--- src/rtl/uart_rx_pkg.sv ---
package uart_rx_pkg;
  typedef enum logic [2:0] {
    CMD_NOP    = 3'd0,
    CMD_EN     = 3'd1,
    CMD_DIS    = 3'd2,
    CMD_RST    = 3'd3,
    CMD_RTS_ON = 3'd4
  } rx_cmd_e;

  typedef enum logic [1:0] {
    S_IDLE,
    S_START,
    S_DATA,
    S_STOP
  } deser_state_e;
endpackage

--- src/rtl/uart_rx_deser.sv ---
module uart_rx_deser
  import uart_rx_pkg::*;
#(
  parameter int DATA_W = 8,
  parameter int OSR    = 16
) (
  input  logic              clk_i,
  input  logic              rst_ni,
  input  logic              tick_i,
  input  logic              run_i,
  input  logic              rxd_i,
  output logic              start_o,
  output logic              done_o,
  output logic [DATA_W-1:0] data_o
);
  localparam int CNT_W = $clog2(OSR);
  localparam int BIT_W = (DATA_W > 1) ? $clog2(DATA_W) : 1;
  localparam logic [CNT_W-1:0] CNT_LAST = CNT_W'(OSR - 1);
  localparam logic [CNT_W-1:0] CNT_MID  = CNT_W'(OSR / 2 - 1);
  localparam logic [BIT_W-1:0] BIT_LAST = BIT_W'(DATA_W - 1);

  logic [1:0]        sync_q;
  logic              rxd_s;
  deser_state_e      st_q;
  logic [CNT_W-1:0]  cnt_q;
  logic [BIT_W-1:0]  bit_q;
  logic [DATA_W-1:0] sh_q;

  assign rxd_s  = sync_q[1];
  assign data_o = sh_q;

  always_ff @(posedge clk_i or negedge rst_ni) begin
    if (!rst_ni) sync_q <= 2'b11;
    else         sync_q <= {sync_q[0], rxd_i};
  end

  always_ff @(posedge clk_i or negedge rst_ni) begin
    if (!rst_ni) begin
      st_q    <= S_IDLE;
      cnt_q   <= '0;
      bit_q   <= '0;
      sh_q    <= '0;
      start_o <= 1'b0;
      done_o  <= 1'b0;
    end else begin
      start_o <= 1'b0;
      done_o  <= 1'b0;
      if (!run_i) begin
        // disabled: abandon any frame in progress
        st_q  <= S_IDLE;
        cnt_q <= '0;
        bit_q <= '0;
      end else if (tick_i) begin
        unique case (st_q)
          S_IDLE: begin
            cnt_q <= '0;
            if (!rxd_s) st_q <= S_START;
          end
          S_START: begin
            if (cnt_q == CNT_MID) begin
              cnt_q <= '0;
              if (!rxd_s) begin
                st_q    <= S_DATA;
                start_o <= 1'b1;
              end else begin
                st_q <= S_IDLE;
              end
            end else begin
              cnt_q <= cnt_q + 1'b1;
            end
          end
          S_DATA: begin
            if (cnt_q == CNT_LAST) begin
              cnt_q <= '0;
              sh_q  <= {rxd_s, sh_q[DATA_W-1:1]};
              if (bit_q == BIT_LAST) begin
                bit_q <= '0;
                st_q  <= S_STOP;
              end else begin
                bit_q <= bit_q + 1'b1;
              end
            end else begin
              cnt_q <= cnt_q + 1'b1;
            end
          end
          S_STOP: begin
            if (cnt_q == CNT_LAST) begin
              cnt_q  <= '0;
              st_q   <= S_IDLE;
              done_o <= 1'b1;
            end else begin
              cnt_q <= cnt_q + 1'b1;
            end
          end
          default: st_q <= S_IDLE;
        endcase
      end
    end
  end
endmodule

--- src/rtl/uart_rx_fifo.sv ---
module uart_rx_fifo #(
  parameter int DATA_W = 8,
  parameter int DEPTH  = 3
) (
  input  logic              clk_i,
  input  logic              rst_ni,
  input  logic              flush_i,
  input  logic              push_i,
  input  logic [DATA_W-1:0] push_data_i,
  input  logic              pop_i,
  output logic [DATA_W-1:0] head_o,
  output logic              empty_o,
  output logic              full_o
);
  localparam int PTR_W = (DEPTH > 1) ? $clog2(DEPTH) : 1;
  localparam int CNT_W = $clog2(DEPTH + 1);
  localparam logic [PTR_W-1:0] PTR_LAST = PTR_W'(DEPTH - 1);
  localparam logic [CNT_W-1:0] CNT_FULL = CNT_W'(DEPTH);

  logic [DATA_W-1:0] mem_q [DEPTH];
  logic [PTR_W-1:0]  wr_q, rd_q;
  logic [CNT_W-1:0]  cnt_q;
  logic              do_push, do_pop;

  function automatic logic [PTR_W-1:0] ptr_inc(input logic [PTR_W-1:0] p);
    return (p == PTR_LAST) ? '0 : p + 1'b1;
  endfunction

  assign empty_o = (cnt_q == '0);
  assign full_o  = (cnt_q == CNT_FULL);
  assign head_o  = mem_q[rd_q];
  assign do_push = push_i && !full_o;
  assign do_pop  = pop_i && !empty_o;

  always_ff @(posedge clk_i or negedge rst_ni) begin
    if (!rst_ni) begin
      wr_q  <= '0;
      rd_q  <= '0;
      cnt_q <= '0;
      for (int i = 0; i < DEPTH; i++) mem_q[i] <= '0;
    end else if (flush_i) begin
      wr_q  <= '0;
      rd_q  <= '0;
      cnt_q <= '0;
    end else begin
      if (do_push) begin
        mem_q[wr_q] <= push_data_i;
        wr_q        <= ptr_inc(wr_q);
      end
      if (do_pop) rd_q <= ptr_inc(rd_q);
      unique case ({do_push, do_pop})
        2'b10:   cnt_q <= cnt_q + 1'b1;
        2'b01:   cnt_q <= cnt_q - 1'b1;
        default: cnt_q <= cnt_q;
      endcase
    end
  end
endmodule

--- src/rtl/uart_rx_ctrl.sv ---
module uart_rx_ctrl
  import uart_rx_pkg::*;
#(
  parameter int DATA_W = 8
) (
  input  logic              clk_i,
  input  logic              rst_ni,
  input  logic              cmd_valid_i,
  input  logic [2:0]        cmd_i,
  input  logic              start_i,
  input  logic              done_i,
  input  logic [DATA_W-1:0] char_i,
  input  logic              fifo_full_i,
  input  logic              pop_i,
  output logic              rx_en_o,
  output logic              flush_o,
  output logic              push_o,
  output logic [DATA_W-1:0] push_data_o,
  output logic              rts_o,
  output logic              ovr_o
);
  logic              en_cmd, dis_cmd, rst_cmd, rts_cmd;
  logic              kill;
  logic              start_ok, done_ok;
  logic              hold_v_q;
  logic [DATA_W-1:0] hold_d_q;
  logic              auto_q;

  assign en_cmd  = cmd_valid_i && (cmd_i == CMD_EN);
  assign dis_cmd = cmd_valid_i && (cmd_i == CMD_DIS);
  assign rst_cmd = cmd_valid_i && (cmd_i == CMD_RST);
  assign rts_cmd = cmd_valid_i && (cmd_i == CMD_RTS_ON);
  assign kill    = dis_cmd || rst_cmd;

  assign start_ok = start_i && rx_en_o && !kill;
  assign done_ok  = done_i && rx_en_o && !kill;

  assign flush_o     = rst_cmd;
  assign push_o      = !fifo_full_i && !kill && (hold_v_q || done_ok);
  assign push_data_o = hold_v_q ? hold_d_q : char_i;

  always_ff @(posedge clk_i or negedge rst_ni) begin
    if (!rst_ni)      rx_en_o <= 1'b0;
    else if (kill)    rx_en_o <= 1'b0;
    else if (en_cmd)  rx_en_o <= 1'b1;
  end

  // shift-stage holding slot and overrun
  always_ff @(posedge clk_i or negedge rst_ni) begin
    if (!rst_ni) begin
      hold_v_q <= 1'b0;
      hold_d_q <= '0;
      ovr_o    <= 1'b0;
    end else begin
      if (rst_cmd) ovr_o <= 1'b0;
      else if (start_ok && hold_v_q) ovr_o <= 1'b1;

      if (kill) begin
        hold_v_q <= 1'b0;
      end else if (hold_v_q && (start_ok || !fifo_full_i)) begin
        hold_v_q <= 1'b0;
      end else if (done_ok && fifo_full_i) begin
        hold_v_q <= 1'b1;
        hold_d_q <= char_i;
      end
    end
  end

  always_ff @(posedge clk_i or negedge rst_ni) begin
    if (!rst_ni) begin
      rts_o  <= 1'b0;
      auto_q <= 1'b0;
    end else if (rst_cmd) begin
      rts_o  <= 1'b0;
      auto_q <= 1'b0;
    end else if (rts_cmd) begin
      rts_o  <= 1'b1;
      auto_q <= 1'b1;
    end else if (auto_q) begin
      if (pop_i)                          rts_o <= 1'b1;
      else if (start_ok && fifo_full_i)   rts_o <= 1'b0;
    end
  end
endmodule

--- src/rtl/uart_rx_rts.sv ---
module uart_rx_rts
  import uart_rx_pkg::*;
#(
  parameter int DATA_W = 8,
  parameter int OSR    = 16,
  parameter int DEPTH  = 3
) (
  input  logic              clk_i,
  input  logic              rst_ni,
  input  logic              os_tick_i,
  input  logic              rxd_i,
  input  logic              cmd_valid_i,
  input  logic [2:0]        cmd_i,
  input  logic              irq_en_i,
  input  logic              rd_i,
  output logic [DATA_W-1:0] rd_data_o,
  output logic              rxrdy_o,
  output logic              ffull_o,
  output logic              ovr_o,
  output logic              irq_o,
  output logic              rts_o
);
  logic              rx_en_w;
  logic              start_w, done_w;
  logic [DATA_W-1:0] char_w;
  logic              flush_w, push_w;
  logic [DATA_W-1:0] push_data_w;
  logic              empty_w;
  logic              pop_w;

  assign rxrdy_o = !empty_w;
  assign pop_w   = rd_i && !empty_w;
  assign irq_o   = rxrdy_o && irq_en_i;

  uart_rx_deser #(.DATA_W(DATA_W), .OSR(OSR)) u_deser (
    .clk_i   (clk_i),
    .rst_ni  (rst_ni),
    .tick_i  (os_tick_i),
    .run_i   (rx_en_w),
    .rxd_i   (rxd_i),
    .start_o (start_w),
    .done_o  (done_w),
    .data_o  (char_w)
  );

  uart_rx_ctrl #(.DATA_W(DATA_W)) u_ctrl (
    .clk_i       (clk_i),
    .rst_ni      (rst_ni),
    .cmd_valid_i (cmd_valid_i),
    .cmd_i       (cmd_i),
    .start_i     (start_w),
    .done_i      (done_w),
    .char_i      (char_w),
    .fifo_full_i (ffull_o),
    .pop_i       (pop_w),
    .rx_en_o     (rx_en_w),
    .flush_o     (flush_w),
    .push_o      (push_w),
    .push_data_o (push_data_w),
    .rts_o       (rts_o),
    .ovr_o       (ovr_o)
  );

  uart_rx_fifo #(.DATA_W(DATA_W), .DEPTH(DEPTH)) u_fifo (
    .clk_i       (clk_i),
    .rst_ni      (rst_ni),
    .flush_i     (flush_w),
    .push_i      (push_w),
    .push_data_i (push_data_w),
    .pop_i       (rd_i),
    .head_o      (rd_data_o),
    .empty_o     (empty_w),
    .full_o      (ffull_o)
  );
endmodule

--- config.mk ---
export PLATFORM = sky130hd
export DESIGN_NAME = uart_rx_rts
export DESIGN_NICKNAME = d
export VERILOG_FILES = /design/src/rtl/uart_rx_pkg.sv /design/src/rtl/uart_rx_deser.sv /design/src/rtl/uart_rx_fifo.sv /design/src/rtl/uart_rx_ctrl.sv /design/src/rtl/uart_rx_rts.sv
export SDC_FILE = /design/constraint.sdc
export NUM_CORES = 1
export LEC_CHECK = 0
export ABC_CLOCK_PERIOD_IN_PS = 1900
export BUFFER_PORTS_ARGS = -buffer_cell sky130_fd_sc_hd__buf_4
export CAP_MARGIN = 20
export CORE_MARGIN = 10
export CORE_UTILIZATION = 54
export DETAILED_ROUTE_END_ITERATION = 6
export HOLD_SLACK_MARGIN = 0.03
export PLACE_DENSITY_LB_ADDON = 0.05
export SLEW_MARGIN = 20
export SYNTH_ARGS = -nofsm -noshare
export SYNTH_HDL_FRONTEND = slang
export SYNTH_SLANG_ARGS = --single-unit
--- constraint.sdc ---
create_clock -name clk_i -period 1.9 [get_ports clk_i]
set_input_delay 0.38 -clock clk_i [delete_from_list [all_inputs] [get_ports clk_i]]
set_output_delay 0.38 -clock clk_i [all_outputs]
set_load 0.02 [all_outputs]
==> metrics.cfg, run 1 <==
[layout]
final_nets = 305
synthToLayoutAreaGrowth_pct = 21.18
fin_util_pct = 66.85
final_common_cell = dfrtp_1
layout-drive-gt1-share_pct = 40.07
antennaDiodeCount = 0
mostFrequentLayoutCells = dfrtp_1, mux2_2, buf_4
fill_cells = 425

[timing]
min_period_over_period_pct = 97.98
drv_slew = 0
hold_viol = 0
holdWs_ns = 0.1437
rsz0062_at_grt = true
fin_skew_ns = 0.01321
worst_pin_slew_ns = 0.5291
slew_headroom_pct = 64.36
setup_viol = 0
fmax_mhz = 537.2
period_needed_ns = 1.862

[setup_path]
critical_path_peak_fanout = 8
crit_path_end_kind = register
worstReg2RegEnd = u_fifo.mem_q[4]
cpMostUsedCell = buf_6
regToRegSetupSlack_ns = 0.04
r2r-start = u_fifo.cnt_q[1]
r2r_cells = 6
crit_chain = and2_4, or3_4, buf_6, nor3b_4, buf_6, mux2_2
cp_slowest_cell = or3_4
cpPeakStageDelay_ns = 0.40
required_ns = 2.12
cp.arrival_ns = 2.08
worstSetupStartpoint = u_fifo.cnt_q[1]
cp-endpoint = u_fifo.mem_q[4]
start_kind = register
critPathKind = reg -> reg

[hold_path]
hold_path.class = in -> reg

[pwr]
p_sw_mw = 0.6070
clkPwrFrac_pct = 45.8
p_sw_share_pct = 21.57
peakVddDrop_mv = 0.5130
pwr-share-seq_pct = 49.4
p_per_area_mw_per_mm2 = 769.3
internal_power_mw = 2.207
comb_power_share_pct = 4.9
p_leak_nw = 1.793

[clocking]
cts.reportedPaths.clkPinSlew_ns = 0.07
htreeDepth = 3
cts_tree = yes
root_buffer = clkbuf_8
cts_buffer_depth = 2
numCtsBuffers = 9
cts.sinks = 64
insertion_delay_ns = 0.34

[synthesis]
syn_area_mm2 = 0.003019
synth_area_leaders = dfrtp_1, mux2_2, mux2i_1, mux2_4, nand2_1
ys_warn_count = 0
ys_seq_area_share_pct = 53.13
synthCells = 247
synth.largest_area_cell = dfrtp_1
ys.flop_type = dfrtp_1
ys_types = 42
syn-num-nets = 260
synth_top_area_share_pct = 51.39
async_flop_share_pct = 100.0
syn_avg_cell_area_um2 = 12.22
synth-seq-cells = 64
synth_edf_count = 0

[global_routing]
grt_max_degree = 37
grt_pass1_wl_um = 9673
grt.overflow.total = 0
antenna_found_initial = 0
grt_usage_pct = 13.83
grt_pass1_vias = 1941

[floorplanning]
die_w_um = 94.78
start_util_pct = 55.17
core-area_mm2 = 0.005473
rows = 27
chipHeight_um = 94.78
design.die.area_mm2 = 0.008982
top_level_ports = 23

[run_status]
status = complete, no violations

[drt]
num_vias = 1965
firstDrtPassIters = 6
drc_errors = 0
post_drt_wl_per_cell_um = 14.95
drt_iter0_markers = 57
wirelength_um = 5515
antenna_left = 0
via_per_inst = 5.325

[placed_design]
io_buffers = 22
place_hpwl_um = 3918
gp_congestion = 0.7826

[flow_run]
drv_cap = 0

## flip-flops by register name (all words and copies together), names as in the netlist
| signal | flops |
|---|---|
| u_deser.bit_q | 3 |
| u_ctrl.rx_en_o | 1 |
| u_ctrl.auto_q | 1 |
| u_fifo.wr_q | 2 |
| u_deser.done_o | 1 |
| u_deser.start_o | 1 |
| u_ctrl.ovr_o | 1 |
| u_deser.data_o | 8 |
| u_fifo.cnt_q | 2 |
| u_fifo.mem_q | 24 |
| u_deser.st_q | 2 |
| u_deser.cnt_q | 4 |
| u_ctrl.hold_d_q | 8 |
| u_ctrl.hold_v_q | 1 |
| u_fifo.rd_q | 2 |
| u_ctrl.rts_o | 1 |
| u_deser.sync_q | 2 |
## how the worst min path moves through the flow
stage	startpoint	to	cells past startpoint
6_report	rxd_i	u_deser.sync_q[0]	1
5_1_grt	rxd_i	u_deser.sync_q[0]	1
4_1_cts	rxd_i	u_deser.sync_q[0]	1
3_5_place_dp	rst_ni	u_fifo.cnt_q[1]	1
3_3_place_gp	rst_ni	u_fifo.cnt_q[1]	1
2_1_floorplan	rst_ni	u_ctrl.auto_q	0
## final cells by class
class / count / area (µm²) / share of cell area [%]
inverter: 5 / 18.77 / 0.5130
clock inverter: 5 / 78.83 / 2.155
multi-input combinational: 169 / 1363 / 37.24
sequential: 64 / 1605 / 43.88
clock buffer: 11 / 141.4 / 3.865
tap: 72 / 90.09 / 2.462
timing repair buffer: 43 / 361.6 / 9.884
## critical path: cells and delay by family (launching register included)
family                 cells  cell delay (ns)
DFF                        1             0.38
muxes                      1             0.33
buffers and inverters      2             0.29
and+or+nand+nor            3             0.73
## cells by family (layout without fill, tap and decap cells)
family	Yosys count	after routing	share of synthesized area, %
xor gates and xnor gates	2	2	0.5803
AOI/OAI and AO/OA	37	37	7.833
DFF	64	64	53.13
adders and majority gates	3	3	1.243
and+or+nand+nor	65	65	11.40
muxes	62	62	23.58
buffers and inverters	14	64	2.238
## through the flow
step | worst slack [ns] | total power, mW | instance area [µm²] | TNS [ns] | std cells
2_1_floorplan | -0.05369 | 1.472 | 3029 | -0.6857 | 247
3_3_place_gp | -0.1938 | 1.551 | 3403 | -3.666 | 351
3_5_place_dp | -0.2382 | 1.552 | 3403 | -4.357 | 351
4_1_cts | 0.01170 | 2.845 | 3643 | 0 | 368
5_1_grt | -0.02508 | 2.919 | 3659 | -0.08635 | 369
6_report | 0.03841 | 2.814 | 3659 | 0 | 369
## routing by layer
| metal | share of wire (%) | GRT usage [%] | up-vias |
|---|---|---|---|
| met5 | 0 | 0 | - |
| met4 | 1.5 | 6.733 | 0 |
| met3 | 4.5 | 4.124 | 11 |
| met2 | 44 | 19.91 | 38 |
| met1 | 50 | 18.58 | 945 |
| li1 | - | - | 971 |
## repair_timing
action	in CTS	in global routing
endpoints found under the setup margin	24	16
gates resized for setup	3	2
hold buffers	1	0
setup buffers	0	1
endpoints found under the hold margin	28	0
## cells in the mapped netlist, types with 3 or more instances
cell type	count
dfrtp_1	62
mux2_2	41
nand2_1	22
nor2_1	16
mux2i_1	13
o21ai_0	13
a21oi_1	8
mux2_4	8
clkbuf_1	5
inv_1	5
nand3_1	4
o21a_1	4
ha_1	3
nand3b_1	3
nor2b_1	3
nor3_1	3
## power by group through the flow
stage	clock, mW	sequential [mW]	combinational, mW
after global placement	0	1.42	0.135
after detailed placement	0	1.42	0.135
after floorplan	0	1.41	0.0578
after global routing	1.37	1.39	0.157
after CTS	1.32	1.39	0.137
final	1.29	1.39	0.137
Note: power is estimated with default switching activity, not from simulation.
==> run 2: changes to the inputs <==
Settings changed: PLACE_DENSITY_LB_ADDON 0.05 to 0.3, SYNTH_HIERARCHICAL from default to 1.
==> run 2 against run 1 <==
Clock skew is 0.0060 ns lower. Routed wire length is 8.9% higher. Clock power up 13%. Maximum frequency is 3.1% higher. Critical path type is now reg -> out. Global-route usage rose by 0.46 points. Critical endpoint is now rd_data_o[6].
==> metrics.cfg, run 2 <==
[setup_path]
start_kind = register
crit_path_end_kind = output pin
worstSetupStartpoint = u_fifo/rd_q[1]
r2r-start = u_fifo/cnt_q[0]
cp-endpoint = rd_data_o[6]
worstReg2RegEnd = u_fifo/mem_q[21]
cp.arrival_ns = 1.42
critPathKind = reg -> out
regToRegSetupSlack_ns = 0.18
critical_path_peak_fanout = 5
r2r_cells = 6
required_ns = 1.52

[synthesis]
async_flop_share_pct = 100.0
synthSimpleGateAreaFrac_pct = 14.38
synth_area_leaders = dfrtp_1, mux2_2, mux2i_1, o21ai_0, nand2_1
ys_seq_area_share_pct = 51.06
synthCells = 260
synthTopCellsByCount = dfrtp_1, mux2_2, nand2_1
syn_area_mm2 = 0.003142
synth_compound_area_share_pct = 9.717
ys_warn_count = 6
synth_top_family_by_area = multiplexers
synth_xor_area_share_pct = 0.2788
syn_avg_cell_area_um2 = 12.08
ys_types = 55
synth_top_area_share_pct = 49.38
ys.flop_type = dfrtp_1
muxShareOfSynthArea_pct = 20.43
synth-seq-cells = 64
synth_adder_area_share_pct = 1.195
synth_edf_count = 0
yosysMostFrequentCell = dfrtp_1
syn-num-nets = 273
synth.largest_area_cell = dfrtp_1

[timing]
hold_viol = 0
worst_pin_slew_ns = 0.4295
period_needed_ns = 1.805
fin_skew_ns = 0.007249
fmax_mhz = 554.1
holdWs_ns = 0.1401
slew_headroom_pct = 71.36
min_period_over_period_pct = 94.99
setup_slack_ns = 0.09520
setup_viol = 0
drv_slew = 0

[drt]
via_per_inst = 5.599
wirelength_um = 6006
num_vias = 2139
post_drt_wl_per_cell_um = 15.72
drc_errors = 0
drt_iter0_markers = 76
antenna_left = 0
firstDrtPassIters = 4

[placed_design]
io_buffers = 22
dpl.cell_count = 359
place_hpwl_um = 4188
place_worst_setup_slack_ns = 0.02127
gp_congestion = 0.8175

[floorplanning]
rows = 27
design.die.area_mm2 = 0.009269
die_w_um = 96.28
top_level_ports = 23
start_util_pct = 56.36
core-area_mm2 = 0.005574
chipHeight_um = 96.28

[layout]
final_nets = 318
regMostFlops = u_fifo/mem_q
fin_cells = 382
antennaDiodeCount = 0
largest_reg_flops = 24
layout-drive-gt1-share_pct = 41.61
final_common_cell = dfrtp_1
synthToLayoutAreaGrowth_pct = 20.51
mostFrequentLayoutCells = dfrtp_1, mux2_2, buf_4

[pwr]
p_per_area_mw_per_mm2 = 814.7
pwr-share-seq_pct = 45.9
comb_power_share_pct = 6.7
p_sw_mw = 0.6734
internal_power_mw = 2.411
p_leak_nw = 1.894
p_sw_share_pct = 21.83
power.total_mw = 3.085
peakVddDrop_mv = 0.5964
clkPwrFrac_pct = 47.5

[run_status]
status = complete, no violations

[flow_run]
drv_cap = 0

[clocking]
cts.reportedPaths.clkPinSlew_ns = 0.07
htreeDepth = 3
numCtsBuffers = 9
root_buffer = clkbuf_8
cts_tree = yes
cts.sinks = 64
cts_buffer_depth = 2
insertion_delay_ns = 0.34

[global_routing]
grt_pass1_wl_um = 10300
grt_pass1_vias = 2164
antenna_found_initial = 0
grt.overflow.total = 0
grt_max_degree = 34
grt_usage_pct = 14.30

[hold_path]
hold_path.class = in -> reg

[run 2: changes by cell type in the layout (fill, tap and decap cells not counted), moves of 3 or more]
cell	previous run	this run
buf_4	37	40
buf_6	3	0
inv_1	5	11
mux2_2	39	48
mux2_4	10	0
mux2i_1	13	9
nor2_1	16	8
o2111ai_1	1	4
o21a_1	4	1
[run 2: cell type report]
cell class | count | area [µm²]
tap | 72 | 90.09
clock inverter | 5 | 102.6
fill | 427 | 1788
multi-input combinational | 175 | 1455
clock buffer | 11 | 151.4
inverter | 12 | 45.04
timing repair buffer | 43 | 335.3
sequential | 64 | 1607
[run 2: cell families after synthesis]
logic type / count (synthesis)
muxes: 58
buffers and inverters: 21
xor gates and xnor gates: 1
DFF: 64
AOI/OAI and AO/OA: 45
and+or+nand+nor: 68
adders and majority gates: 3
[run 2: metal layers]
| layer | global-route usage [%] | up-vias | share of wire, % |
|---|---|---|---|
| met5 | 0 | - | 0 |
| li1 | - | 1042 | - |
| met4 | 8.600 | 0 | 2.4 |
| met1 | 17.71 | 1052 | 44 |
| met2 | 22.25 | 35 | 50 |
| met3 | 3.268 | 10 | 3.6 |
[run 2: worst max-delay path: stages, from the launching register on]
cell     delay [ns]
dfrtp_2        0.44
nor2b_2        0.15
buf_4          0.17
nand2_1        0.05
o21ai_1        0.10
buf_4          0.17
[run 2: power groups by stage]
stage          Clock, mW  Sequential (mW)  Combinational, mW
4_1_cts             1.50             1.42              0.202
3_5_place_dp           0             1.44              0.199
2_1_floorplan          0             1.43              0.120
3_3_place_gp           0             1.44              0.196
5_1_grt             1.57             1.42              0.227
6_report            1.46             1.42              0.205
[run 2: worst min path at each step]
stage / startpoint / to / slack, ns / depth (start not counted)
final: rxd_i / u_deser/sync_q[0] / 0.14 / 1
after global routing: rxd_i / u_deser/sync_q[0] / 0.11 / 1
after CTS: rxd_i / u_deser/sync_q[0] / 0.12 / 1
after detailed placement: rst_ni / u_fifo/cnt_q[1] / 0.35 / 1
after global placement: rst_ni / u_fifo/cnt_q[1] / 0.35 / 1
after floorplan: rst_ni / u_ctrl/auto_q / 0.08 / 0
[run 2: stage by stage]
step	util [%]	setup TNS (ns)	area [µm²]
6_report	67.92	0	3786
5_1_grt	67.92	-0.001269	3786
4_1_cts	67.12	0	3741
3_5_place_dp	62.33	0	3475
3_3_place_gp	62.33	0	3475
2_1_floorplan	-	0	3149
[run 2: repair_timing]
item,4_1_cts,5_1_grt
cloned,0,1
resized for setup,3,3
setup buffers,0,5
endpoints found under the hold margin,29,0
setup endpoints to repair,8,8
hold buffers,1,0
==> run 3: changes to the inputs <==
Settings changed: ABC_CLOCK_PERIOD_IN_PS 1900 to 1600.
Clock period 1.9 ns to 1.6 ns, I/O delays scaled along.
==> run 3 against run 2 <==
The run now ends with setup timing left. Sequential share of layout area is 2.9 points lower. Total power is 12% higher. Critical path depth stayed put. Non-clock buffer count is 15 higher. Global-route usage is 1.9 points higher. Setup slack worse by 0.22 ns. Clock skew is 0.0022 ns higher. Sequential cell count stayed put. Clock-buffer cell count is 2 lower. Core utilization is 4.9 points higher. Cell count is 4.5% higher. Sequential power is 18% higher. Largest power group is now sequential cells.
==> metrics.cfg, run 3 (synthesis results as in run 2) <==
[run_status]
status = finished with violations
failed_checks = setup timing

[layout]
regMostFlops = u_fifo/mem_q
mostFrequentLayoutCells = dfrtp_1, buf_4, mux2_2
layout-drive-gt1-share_pct = 48.93
fin_util_pct = 72.82
final_common_cell = dfrtp_1
antennaDiodeCount = 0
final_nets = 335
synthToLayoutAreaGrowth_pct = 29.19
largest_reg_flops = 24
fin_cells = 399

[drt]
drt_iter0_markers = 49
wirelength_um = 6780
dr_wl_met3_um = 237
drc_errors = 0
met1Wirelength_um = 2771
antenna_left = 0
num_vias = 2264
met2WireLength_um = 3510
via_per_inst = 5.674
post_drt_wl_per_cell_um = 16.99
firstDrtPassIters = 4
dr.max_layer_used = met4

[clocking]
cts_buffer_depth = 2
insertion_delay_ns = 0.33
cts_tree = yes
root_buffer = clkbuf_8
htreeDepth = 3
cts.reportedPaths.clkPinSlew_ns = 0.07
cts.sinks = 64
numCtsBuffers = 9

[timing]
hold_viol = 0
worst_pin_slew_ns = 0.4005
rsz0062_at_grt = true
setup_tns_ns = -0.8515
fin_skew_ns = 0.009466
setup_slack_ns = -0.1222
period_needed_ns = 1.722
min_period_over_period_pct = 107.6
fmax_mhz = 580.7
drv_slew = 0
holdWs_ns = 0.08882
setup_viol = 15
slew_headroom_pct = 73.02

[pwr]
p_sw_mw = 0.8194
peakVddDrop_mv = 0.5417
p_per_area_mw_per_mm2 = 854.0
pwr-share-seq_pct = 48.4
clkPwrFrac_pct = 43.5
p_sw_share_pct = 23.64
comb_power_share_pct = 8.1
p_leak_nw = 2.055
internal_power_mw = 2.647

[setup_path]
critical_path_peak_fanout = 5
required_ns = 1.28
r2r-start = u_fifo/cnt_q[0]
critPathKind = reg -> out
start_kind = register
crit_path_end_kind = output pin
cp.arrival_ns = 1.40
worstSetupStartpoint = u_fifo/rd_q[1]

[global_routing]
grt_usage_pct = 16.24
antenna_found_initial = 0
grt_max_degree = 30
grt_pass1_vias = 2365
grt_pass1_wl_um = 11670
grt.overflow.total = 0

[placed_design]
dpl.cell_count = 370
place_hpwl_um = 4512
io_buffers = 22
gp_congestion = 0.8052

[floorplanning]
design.die.area_mm2 = 0.009269
die_w_um = 96.28
core-area_mm2 = 0.005574
rows = 27
chipHeight_um = 96.28
start_util_pct = 56.36
top_level_ports = 23

[hold_path]
hold_path_startpoint = rxd_i
hold_path.class = in -> reg

[flow_run]
drv_cap = 0

-- run 3: cell types whose count changed in the layout (fill, tap and decap cells not counted), moves of 3 or more --
cell     delta
o21ai_0     -6
nand2_1     -4
o21ai_1     +4
nand2_2     +3
buf_12      +3
buf_4      +11
-- run 3: power by group through the flow --
stage               Clock [mW]  Sequential, mW  Combinational [mW]
floorplan                    0            1.70               0.144
global placement             0            1.70               0.260
detailed placement           0            1.71               0.266
CTS                       1.54            1.68               0.275
global route              1.61            1.68               0.312
finish                    1.51            1.68               0.281
-- run 3: stage by stage --
stage                     total power [mW]  setup WS (ns)  area, µm²
after global routing                 3.603        -0.1950       4059
final                                3.466        -0.1222       4059
after global placement               1.964        -0.1511       3626
after detailed placement             1.972        -0.1903       3626
after CTS                            3.492        -0.1318       3989
after floorplan                      1.844       -0.08288       3193
-- run 3: timing repair --
action	in CTS	in global routing
hold buffers	1	0
gates cloned	3	0
setup buffers	5	4
hold endpoints to repair	22	0
gates resized for setup	22	12
setup endpoints to repair	34	44
pin swaps	5	2
-- run 3: final timing paths --
kind | end | cells past startpoint | slack [ns]
max in group asynchronous | u_deser/sync_q[1] | 3 | 0.65
worst max register to register | u_fifo/mem_q[14] | 7 | -0.06
min in group asynchronous | u_ctrl/rts_o | 2 | 0.42
worst min-delay path | u_deser/sync_q[0] | 1 | 0.09
worst max-delay path | rd_data_o[5] | 5 | -0.12
worst min register to register | u_deser/sync_q[1] | 0 | 0.36
-- run 3: worst max-delay path, cell delays in order (launching register included) --
cell,delay (ns)
dfrtp_2,0.46
nor2b_4,0.14
buf_6,0.14
nand2_1,0.06
o21ai_1,0.10
buf_4,0.17
-- run 3: area by class of cell --
class	instances	area [µm²]
clock buffer	9	123.9
clock inverter	7	95.09
fill	393	1515
inverter	12	52.55
multi-input combinational	177	1595
sequential	64	1607
tap	72	90.09
timing repair buffer	58	495.5
-- run 3: metal layers --
layer  up-vias  global-route usage, %
met5         -                      0
met4         0                  10.81
met1      1128                  17.95
li1       1078                      -
met3        25                  4.358
met2        33                  26.91
